### config.mk
export PLATFORM = sky130hd
export DESIGN_NAME = mfrq_timer
export DESIGN_NICKNAME = d
export VERILOG_FILES = /design/src/rtl/mfrq_pkg.sv /design/src/rtl/mfrq_prescaler.sv /design/src/rtl/mfrq_core.sv /design/src/rtl/mfrq_regs.sv /design/src/rtl/mfrq_timer.sv
export SDC_FILE = /design/constraint.sdc
export NUM_CORES = 1
export LEC_CHECK = 0
export CAP_MARGIN = 30
export CORE_AREA = 8 8 109 111
export DETAILED_ROUTE_END_ITERATION = 10
export DIE_AREA = 0 0 117 119
export GPL_TIMING_DRIVEN = 0
export PLACE_DENSITY_LB_ADDON = 0.15
export SLEW_MARGIN = 5
export SYNTH_ARGS = -nofsm -noshare
export SYNTH_HDL_FRONTEND = slang
export SYNTH_SLANG_ARGS = --single-unit
### constraint.sdc
create_clock -name clk -period 4.15 [get_ports clk]
set_clock_uncertainty 0.2 [all_clocks]
set_input_delay 0.83 -clock clk [delete_from_list [all_inputs] [get_ports clk]]
set_output_delay 0.83 -clock clk [all_outputs]
set_load 0.1 [all_outputs]
### src/rtl/mfrq_pkg.sv
package mfrq_pkg;

    typedef enum logic [0:0] {
        ST_IDLE = 1'b0,
        ST_RUN  = 1'b1
    } run_state_t;

    // Register addresses
    localparam int A_CTRL   = 0;
    localparam int A_DIRCLR = 1;
    localparam int A_DIRSET = 2;
    localparam int A_CMP0   = 3;
    localparam int A_PER    = 4;
    localparam int A_DRV    = 5;
    localparam int A_IEN    = 6;
    localparam int A_IFLAG  = 7;
    localparam int A_COUNT  = 8;

    // CTRL field positions
    localparam int CTRL_EN_BIT = 0;
    localparam int PRE_LSB     = 4;
    localparam int WSEL_LSB    = 8;
    localparam int FIELD_W     = 3;

    localparam logic [FIELD_W-1:0] WSEL_MATCH_FREQ = 3'd1;
    localparam int PRE_SHIFT_MAX = 10;

    function automatic int unsigned pre_shift(input logic [FIELD_W-1:0] code);
        case (code)
            3'd0:    return 0;
            3'd1:    return 1;
            3'd2:    return 2;
            3'd3:    return 3;
            3'd4:    return 4;
            3'd5:    return 6;
            3'd6:    return 8;
            default: return 10;
        endcase
    endfunction

endpackage

### src/rtl/mfrq_prescaler.sv
module mfrq_prescaler
    import mfrq_pkg::*;
#(
    parameter int DIV_W = PRE_SHIFT_MAX
) (
    input  logic               clk,
    input  logic               rst_n,
    input  logic               run,
    input  logic [FIELD_W-1:0] code,
    output logic               tick
);

    logic [DIV_W-1:0] div_q;
    logic [DIV_W-1:0] div_lim;

    always_comb begin
        div_lim = DIV_W'((1 << pre_shift(code)) - 1);
        tick    = run && (div_q >= div_lim);
    end

    always_ff @(posedge clk or negedge rst_n) begin
        if (!rst_n) begin
            div_q <= '0;
        end else if (!run || tick) begin
            div_q <= '0;
        end else begin
            div_q <= div_q + 1'b1;
        end
    end

endmodule

### src/rtl/mfrq_core.sv
module mfrq_core
    import mfrq_pkg::*;
#(
    parameter int CNT_W = 16
) (
    input  logic             clk,
    input  logic             rst_n,
    input  logic             en,
    input  logic             tick,
    input  logic             mode_mfrq,
    input  logic             dir_down,
    input  logic [CNT_W-1:0] top,
    output logic             run,
    output logic             upd,
    output logic [CNT_W-1:0] cnt,
    output logic             wave_raw
);

    run_state_t       state_q;
    run_state_t       state_d;
    logic [CNT_W-1:0] cnt_q;
    logic             wave_q;
    logic             end_hit;

    // Next-state logic: START and STOP transitions
    always_comb begin
        state_d = state_q;
        unique case (state_q)
            ST_IDLE: if (en)  state_d = ST_RUN;
            ST_RUN:  if (!en) state_d = ST_IDLE;
            default: state_d = ST_IDLE;
        endcase
    end

    // State register
    always_ff @(posedge clk or negedge rst_n) begin
        if (!rst_n) begin
            state_q <= ST_IDLE;
        end else begin
            state_q <= state_d;
        end
    end

    // Outputs of the state machine
    always_comb begin
        run     = (state_q == ST_RUN) && en;
        end_hit = dir_down ? (cnt_q == '0) : (cnt_q >= top);
        upd     = run && tick && end_hit;
    end

    // Counter and waveform datapath
    always_ff @(posedge clk or negedge rst_n) begin
        if (!rst_n) begin
            cnt_q  <= '0;
            wave_q <= 1'b0;
        end else begin
            if (upd) begin
                cnt_q <= dir_down ? top : '0;
            end else if (run && tick) begin
                cnt_q <= dir_down ? cnt_q - 1'b1 : cnt_q + 1'b1;
            end
            if (upd && mode_mfrq) begin
                wave_q <= ~wave_q;
            end
        end
    end

    assign cnt      = cnt_q;
    assign wave_raw = wave_q;

endmodule

### src/rtl/mfrq_regs.sv
module mfrq_regs
    import mfrq_pkg::*;
#(
    parameter int DATA_W = 32,
    parameter int CNT_W  = 16,
    parameter int ADDR_W = 4
) (
    input  logic               clk,
    input  logic               rst_n,
    input  logic               wr_en,
    input  logic [ADDR_W-1:0]  wr_addr,
    input  logic [DATA_W-1:0]  wr_data,
    input  logic [ADDR_W-1:0]  rd_addr,
    output logic [DATA_W-1:0]  rd_data,
    input  logic               upd,
    input  logic [CNT_W-1:0]   cnt,
    output logic               en,
    output logic [FIELD_W-1:0] pre_code,
    output logic               mode_mfrq,
    output logic               dir_down,
    output logic [CNT_W-1:0]   top,
    output logic               inv,
    output logic               flag,
    output logic               irq
);

    logic               en_q;
    logic [FIELD_W-1:0] pre_q;
    logic [FIELD_W-1:0] wsel_q;
    logic               dir_q;
    logic [CNT_W-1:0]   cmp0_q;
    logic [CNT_W-1:0]   per_q;
    logic               inv_q;
    logic               ien_q;
    logic               flag_q;
    logic               clr_req;
    logic               unused_wr_bits;

    assign unused_wr_bits = ^wr_data;
    assign clr_req = wr_en && (wr_addr == ADDR_W'(A_IFLAG)) && wr_data[0];

    always_ff @(posedge clk or negedge rst_n) begin
        if (!rst_n) begin
            en_q   <= 1'b0;
            pre_q  <= '0;
            wsel_q <= '0;
            dir_q  <= 1'b0;
            cmp0_q <= '0;
            per_q  <= '0;
            inv_q  <= 1'b0;
            ien_q  <= 1'b0;
        end else if (wr_en) begin
            case (wr_addr)
                ADDR_W'(A_CTRL): begin
                    en_q   <= wr_data[CTRL_EN_BIT];
                    pre_q  <= wr_data[PRE_LSB +: FIELD_W];
                    wsel_q <= wr_data[WSEL_LSB +: FIELD_W];
                end
                ADDR_W'(A_DIRCLR): if (wr_data[0]) dir_q <= 1'b0;
                ADDR_W'(A_DIRSET): if (wr_data[0]) dir_q <= 1'b1;
                ADDR_W'(A_CMP0):   cmp0_q <= wr_data[CNT_W-1:0];
                ADDR_W'(A_PER):    per_q  <= wr_data[CNT_W-1:0];
                ADDR_W'(A_DRV):    inv_q  <= wr_data[0];
                ADDR_W'(A_IEN):    ien_q  <= wr_data[0];
                default: ;
            endcase
        end
    end

    // Sticky flag: a new update wins over a clear in the same cycle
    always_ff @(posedge clk or negedge rst_n) begin
        if (!rst_n) begin
            flag_q <= 1'b0;
        end else if (upd) begin
            flag_q <= 1'b1;
        end else if (clr_req) begin
            flag_q <= 1'b0;
        end
    end

    always_comb begin
        rd_data = '0;
        case (rd_addr)
            ADDR_W'(A_CTRL): begin
                rd_data[CTRL_EN_BIT]         = en_q;
                rd_data[PRE_LSB +: FIELD_W]  = pre_q;
                rd_data[WSEL_LSB +: FIELD_W] = wsel_q;
            end
            ADDR_W'(A_DIRCLR): rd_data[0] = dir_q;
            ADDR_W'(A_DIRSET): rd_data[0] = dir_q;
            ADDR_W'(A_CMP0):   rd_data[CNT_W-1:0] = cmp0_q;
            ADDR_W'(A_PER):    rd_data[CNT_W-1:0] = per_q;
            ADDR_W'(A_DRV):    rd_data[0] = inv_q;
            ADDR_W'(A_IEN):    rd_data[0] = ien_q;
            ADDR_W'(A_IFLAG):  rd_data[0] = flag_q;
            ADDR_W'(A_COUNT):  rd_data[CNT_W-1:0] = cnt;
            default: ;
        endcase
    end

    always_comb begin
        en        = en_q;
        pre_code  = pre_q;
        mode_mfrq = (wsel_q == WSEL_MATCH_FREQ);
        dir_down  = dir_q;
        top       = mode_mfrq ? cmp0_q : per_q;
        inv       = inv_q;
        flag      = flag_q;
        irq       = flag_q && ien_q;
    end

endmodule

### src/rtl/mfrq_timer.sv
module mfrq_timer
    import mfrq_pkg::*;
#(
    parameter int CNT_W  = 16,
    parameter int DATA_W = 32,
    parameter int ADDR_W = 4
) (
    input  logic              clk,
    input  logic              rst_n,
    input  logic              wr_en,
    input  logic [ADDR_W-1:0] wr_addr,
    input  logic [DATA_W-1:0] wr_data,
    input  logic [ADDR_W-1:0] rd_addr,
    output logic [DATA_W-1:0] rd_data,
    output logic              wave_o,
    output logic              irq_o
);

    localparam int DIV_W = PRE_SHIFT_MAX;

    logic               en;
    logic [FIELD_W-1:0] pre_code;
    logic               mode_mfrq;
    logic               dir_down;
    logic [CNT_W-1:0]   top;
    logic               inv;
    logic               flag;
    logic               run;
    logic               tick;
    logic               upd;
    logic [CNT_W-1:0]   cnt;
    logic               wave_raw;

    mfrq_regs #(
        .DATA_W (DATA_W),
        .CNT_W  (CNT_W),
        .ADDR_W (ADDR_W)
    ) regs_i (
        .clk       (clk),
        .rst_n     (rst_n),
        .wr_en     (wr_en),
        .wr_addr   (wr_addr),
        .wr_data   (wr_data),
        .rd_addr   (rd_addr),
        .rd_data   (rd_data),
        .upd       (upd),
        .cnt       (cnt),
        .en        (en),
        .pre_code  (pre_code),
        .mode_mfrq (mode_mfrq),
        .dir_down  (dir_down),
        .top       (top),
        .inv       (inv),
        .flag      (flag),
        .irq       (irq_o)
    );

    mfrq_prescaler #(
        .DIV_W (DIV_W)
    ) pre_i (
        .clk   (clk),
        .rst_n (rst_n),
        .run   (run),
        .code  (pre_code),
        .tick  (tick)
    );

    mfrq_core #(
        .CNT_W (CNT_W)
    ) core_i (
        .clk       (clk),
        .rst_n     (rst_n),
        .en        (en),
        .tick      (tick),
        .mode_mfrq (mode_mfrq),
        .dir_down  (dir_down),
        .top       (top),
        .run       (run),
        .upd       (upd),
        .cnt       (cnt),
        .wave_raw  (wave_raw)
    );

    assign wave_o = wave_raw ^ inv;

endmodule

==> impl_metrics.yaml, run 1 <==
timing:
  finalCritPeriodShare: 0.969
  fmax_mhz: 249
  whs_ns: 0.0616
  slew_violations: 0
  hold_viol: 0
  post-route-min-period_ns: 4.02
  relSlewSlack: 0.349
  tightest_slew_ns: 0.973
  finalSetupViolCount: 0
placement:
  placed_cells: 706
  finalWeightedCongestion: 0.893
  dp_hpwl_um: 9880
  portBuffers: 43
worst_setup_path:
  crit_fanout: 10
  crit_type: "input port to output pin"
  slowest_stage: "clkdlybuf4s50_1"
  critPathRequiredTime_ns: 3.12
  critPathArrivalTime_ns: 2.99
  crit_path_frequent_cell: "nand2_1"
  crit_chain: "clkdlybuf4s50_1, nand2_1, nor3_4, clkbuf_2, a222oi_1, nand2_1, buf_2"
  cp-end-kind: "output pin"
  crit_path_start_kind: "input port"
  r2r_cells: 13
  max_stage_delay_ns: 0.66
clock_network:
  path_clk_slew_ns: 0.07
  cts_made_buffers: 9
  htreeDepth: 3
  numClockSinks: 71
  cts-root-buf: "clkbuf_8"
  cts_buffer_depth: 2
  cts_tree: "built"
  clock_latency_ns: 0.37
finish:
  diodes: 0
  fin_cells: 724
  multi_input_area_um2: 3000
  nNetsFinal: 669
  nFillCells: 921
  final-seq-area_um2: 1780
  area_growth_pct: 17.6
  drive_above_1_share: 0.199
synthesis:
  yosysTopAreaCell: "dfrtp_1"
  netlist-cell-type-count: 55
  synth_area_leaders: "dfrtp_1, ha_1, mux2_2"
  ys_ff_latch: 71
  synthCells: 509
  synth_edf_count: 0
  synthArstFlopShare: 1.00
  ys.flop_type: "dfrtp_1"
  syn_avg_cell_area_um2: 9.74
  seq_area_frac_synth: 0.358
  yosysMostFrequentCell: "dfrtp_1"
  yosys_warnings: 0
  synth_commonest_cells: "dfrtp_1, mux2_2, ha_1, nand2_1, nor2_1"
  synth_top_area_share: 0.358
  syn_area_um2: 4960
floorplanning:
  die_x_um: 117
  core-area_um2: 10100
  rows: 37
  start_util: 0.491
  die_y_um: 119
  io_pins: 77
  die_area_um2: 13900
route:
  postRouteAntennaNets: 0
  vias_per_cell: 5.70
  via_count: 4124
  drc: 0
  wirelength_um: 12600
  dr.pass1.iters: 6
  routedWlPerCell_um: 17.4
  drt-initial-drc-count: 387
run_status:
  status: "finished clean"
power:
  p_leak_uw: 0.00278
  vdd_drop_max_mv: 0.253
  powerDensity_nw_per_um2: 501
grt:
  antenna_found_initial: 0
  grt_pass1_wl_um: 20700
  grt-ovfl-total: 0
  grt.total_usage: 0.186
  grt_max_degree: 69
  grt_pass1_vias: 4079
hold_path:
  min_path_type: "input port to async pin"
run:
  maxCapViolations: 0
layout by cell type (no fill, tap or decap), types with 19 or more instances in the layout:
cell type,instances
a21oi_1,23
buf_4,19
clkdlybuf4s50_1,26
dfrtp_1,71
ha_1,42
mux2_2,45
nand2_1,39
nor2_1,36
o21ai_0,21
timing repair:
| item | in CTS | in global routing |
|---|---|---|
| hold buffers | 0 | 0 |
| setup endpoints to repair | 16 | 28 |
| buffers inserted | 0 | 2 |
| pin swaps | 0 | 1 |
| resized for setup | 55 | 37 |
metal layers:
metal,up-vias,track usage,part of all wire
met5,-,0,0
li1,1992,-,-
met2,96,0.296,0.47
met3,14,0.0298,0.044
met1,2022,0.250,0.47
met4,0,0.0584,0.014
kinds of logic (layout without fill, tap and decap cells):
logic type | Yosys count | in the layout | synth area share
adders and majority gates | 43 | 43 | 0.110
DFF | 71 | 71 | 0.358
xor gates and xnor gates | 24 | 24 | 0.0424
muxes | 66 | 66 | 0.147
other | 1 | 16 | 0.000756
buffers and inverters | 57 | 121 | 0.0568
and+or+nand+nor | 138 | 138 | 0.133
AOI/OAI and AO/OA | 109 | 109 | 0.151
state kept, by name, summed over array words and instances, names as in the netlist:
signal	cells
core_i.cnt	16
core_i.state_q	1
core_i.wave_raw	1
pre_i.div_q	10
regs_i.cmp0_q	16
regs_i.dir_down	1
regs_i.en	1
regs_i.flag	1
regs_i.ien_q	1
regs_i.inv	1
regs_i.per_q	16
regs_i.pre_code	3
regs_i.wsel_q	3
worst max-delay path: cells and delay by family:
kind / cells / cell delay [ns]
AO/OA/AOI/OAI: 1 / 0.14
buffers and inverters: 3 / 1.43
AND/OR/NAND/NOR: 3 / 0.59
cell type report:
| type | instances | share of cell area |
|---|---|---|
| Inverter | 19 | 0.0122 |
| Tap cell | 136 | 0.0292 |
| Buffer | 38 | 0.0378 |
| Clock buffer | 10 | 0.0219 |
| Multi-Input combinational cell | 396 | 0.514 |
| Sequential cell | 71 | 0.305 |
| Clock inverter | 6 | 0.00794 |
| Timing Repair Buffer | 48 | 0.0719 |
power breakdown:
group          switching [uW]  internal [uW]  leakage [uW]  total, uW
Sequential                141            821      0.000910        962
Clock                     281            220     0.0000829        500
Combinational             856            603       0.00178       1460
Total                    1280           1640       0.00278       2920
per-stage QoR:
stage,setup WS [ns],cell area (um2),total power (uW),TNS (ns),utilization
2_1_floorplan,0.216,5010,2060,0,-
3_3_place_gp,-1.31,5620,2360,-45.82,0.556
3_5_place_dp,-1.15,5670,2420,-15.69,0.561
6_report,0.130,5830,2920,0,0.578
4_1_cts,0.00224,5880,2920,0,0.583
5_1_grt,-0.00735,5830,3140,-0.00735,0.578
path summary, 6_finish.rpt:
kind / start / to / slack (ns)
max in group asynchronous: rst_n / core_i.cnt[7] / 3.16
worst min-delay path: rst_n / regs_i.inv / 0.06
worst min register to register: core_i.wave_raw / core_i.wave_raw / 0.30
min in group clk: core_i.wave_raw / core_i.wave_raw / 0.30
worst max-delay path: rd_addr[0] / rd_data[5] / 0.13
worst max register to register: regs_i.wsel_q[1] / core_i.cnt[2] / 0.25
Note: power is estimated with default switching activity, not from simulation.
==> run 2: changes to the inputs <==
--- a/config.mk
+++ b/config.mk
@@ -9,8 +9,11 @@
 export CORE_AREA = 8 8 109 111
 export DETAILED_ROUTE_END_ITERATION = 10
 export DIE_AREA = 0 0 117 119
+export GPL_ROUTABILITY_DRIVEN = 0
 export GPL_TIMING_DRIVEN = 0
+export HOLD_SLACK_MARGIN = 0.15
 export PLACE_DENSITY_LB_ADDON = 0.15
+export REMOVE_ABC_BUFFERS = 1
 export SLEW_MARGIN = 5
 export SYNTH_ARGS = -nofsm -noshare
 export SYNTH_HDL_FRONTEND = slang
==> run 2 against run 1 <==
  * Final cell count is 3.9% lower
  * Critical path type unchanged
  * Core utilization is 0.40 points lower
  * Power is 2.1% higher
  * Via count is 2.5% lower
==> impl_metrics.yaml, run 2 (synthesized netlist as in run 1, its figures left out) <==
run_status:
  status: "finished clean"
placement:
  dp_hpwl_um: 9060
  placed_cells: 674
  portBuffers: 44
  pre_cts_ws_ns: -0.864
  placed_area_um2: 5540
grt:
  grt_max_degree: 46
  grt_pass1_wl_um: 20000
  grt_pass1_vias: 3947
  grt-ovfl-total: 0
  antenna_found_initial: 0
  grt.total_usage: 0.181
floorplanning:
  die_y_um: 119
  core-area_um2: 10100
  die_area_um2: 13900
  start_util: 0.491
  die_x_um: 117
  rows: 37
  io_pins: 77
timing:
  rsz0062_at_grt: "no"
  slew_violations: 0
  relSlewSlack: 0.334
  tightest_slew_ns: 0.999
  fmax_mhz: 245
  finalCritPeriodShare: 0.985
  post-route-min-period_ns: 4.09
  worst_slack_ns: 0.0626
  hold_viol: 0
  finalSetupViolCount: 0
worst_setup_path:
  crit_path_start_kind: "input port"
  crit_type: "input port to output pin"
  crit_fanout: 12
  crit_chain: "clkdlybuf4s50_1, nand2_1, nor3_2, buf_6, a222oi_1, nand2_1, clkdlybuf4s15_2"
  slowest_stage: "clkdlybuf4s50_1"
  crit_buf_inv: 3
  cp_top_family: "buffers and inverters"
  cp-end-kind: "output pin"
  critPathRequiredTime_ns: 3.12
  max_stage_delay_ns: 0.70
  critPathArrivalTime_ns: 3.06
  crit_path_frequent_cell: "nand2_1"
clock_network:
  cts_buffer_depth: 2
  cts_made_buffers: 9
  numClockSinks: 71
  cts_tree: "built"
  cts-root-buf: "clkbuf_8"
  htreeDepth: 3
  clock_latency_ns: 0.36
  path_clk_slew_ns: 0.09
finish:
  fin_cells: 696
  drive_above_1_share: 0.184
  fin_area_um2: 5790
  final_common_cell: "dfrtp_1"
  final_util: 0.574
  nNetsFinal: 641
  diodes: 0
  area_growth_pct: 16.8
  layout_common_cells: "dfrtp_1, mux2_2, ha_1, nand2_1, nor2_1"
route:
  vias_per_cell: 5.77
  drc: 0
  drt-initial-drc-count: 433
  via_count: 4019
  dr.pass1.iters: 8
  postRouteAntennaNets: 0
  routedWlPerCell_um: 18.2
  wirelength_um: 12700
power:
  p_leak_uw: 0.00270
  powerDensity_nw_per_um2: 515
  power_uw: 2980
  vdd_drop_max_mv: 0.352
run:
  maxCapViolations: 0
hold_path:
  min_path_type: "input port to async pin"
[run 2: repair_timing]
action | 4_1_cts | 5_1_grt
setup buffers | 5 | 0
hold buffers | 0 | 0
endpoints found under the setup margin | 16 | 10
cloned | 0 | 1
resized for setup | 52 | 14
pin swaps | 0 | 1
[run 2: path summary, 6_finish.rpt]
kind / from / to / slack [ns] / depth (start not counted)
setup / recovery: rd_addr[1] / rd_data[8] / 0.06 / 7
hold / removal: rst_n / regs_i.ien_q / 0.19 / 1
setup reg to reg: regs_i.pre_code[0] / core_i.wave_raw / 0.24 / 12
hold reg to reg: core_i.wave_raw / core_i.wave_raw / 0.29 / 1
max in group asynchronous: rst_n / core_i.cnt[5] / 3.00 / 2
min in group clk: core_i.wave_raw / core_i.wave_raw / 0.29 / 1
[run 2: area by class of cell]
class,instances,area [um2]
multi-input combinational,397,3030
timing repair buffer,57,544
sequential,71,1780
clock buffer,9,124
clock inverter,7,72.6
tap,136,170
inverter,19,72.6
fill,919,4300
[run 2: where the power goes]
part / total (uW) / internal [uW] / switching, uW
registers: 970 / 821 / 149
clock network: 576 / 279 / 297
logic: 1440 / 605 / 833
total: 2980 / 1700 / 1280
[run 2: metrics by stage]
stage	hold slack (ns)	setup TNS, ns
after floorplan	0.241	-6.87
after global placement	0.281	-109.19
after detailed placement	0.280	-12.38
after CTS	0.187	0
after global routing	0.205	0
final	0.187	0
[run 2: routing by layer]
layer	routed length (um)	track usage
met1	5800	0.231
met2	6150	0.299
met3	594	0.0364
met4	148	0.0560
met5	0	0
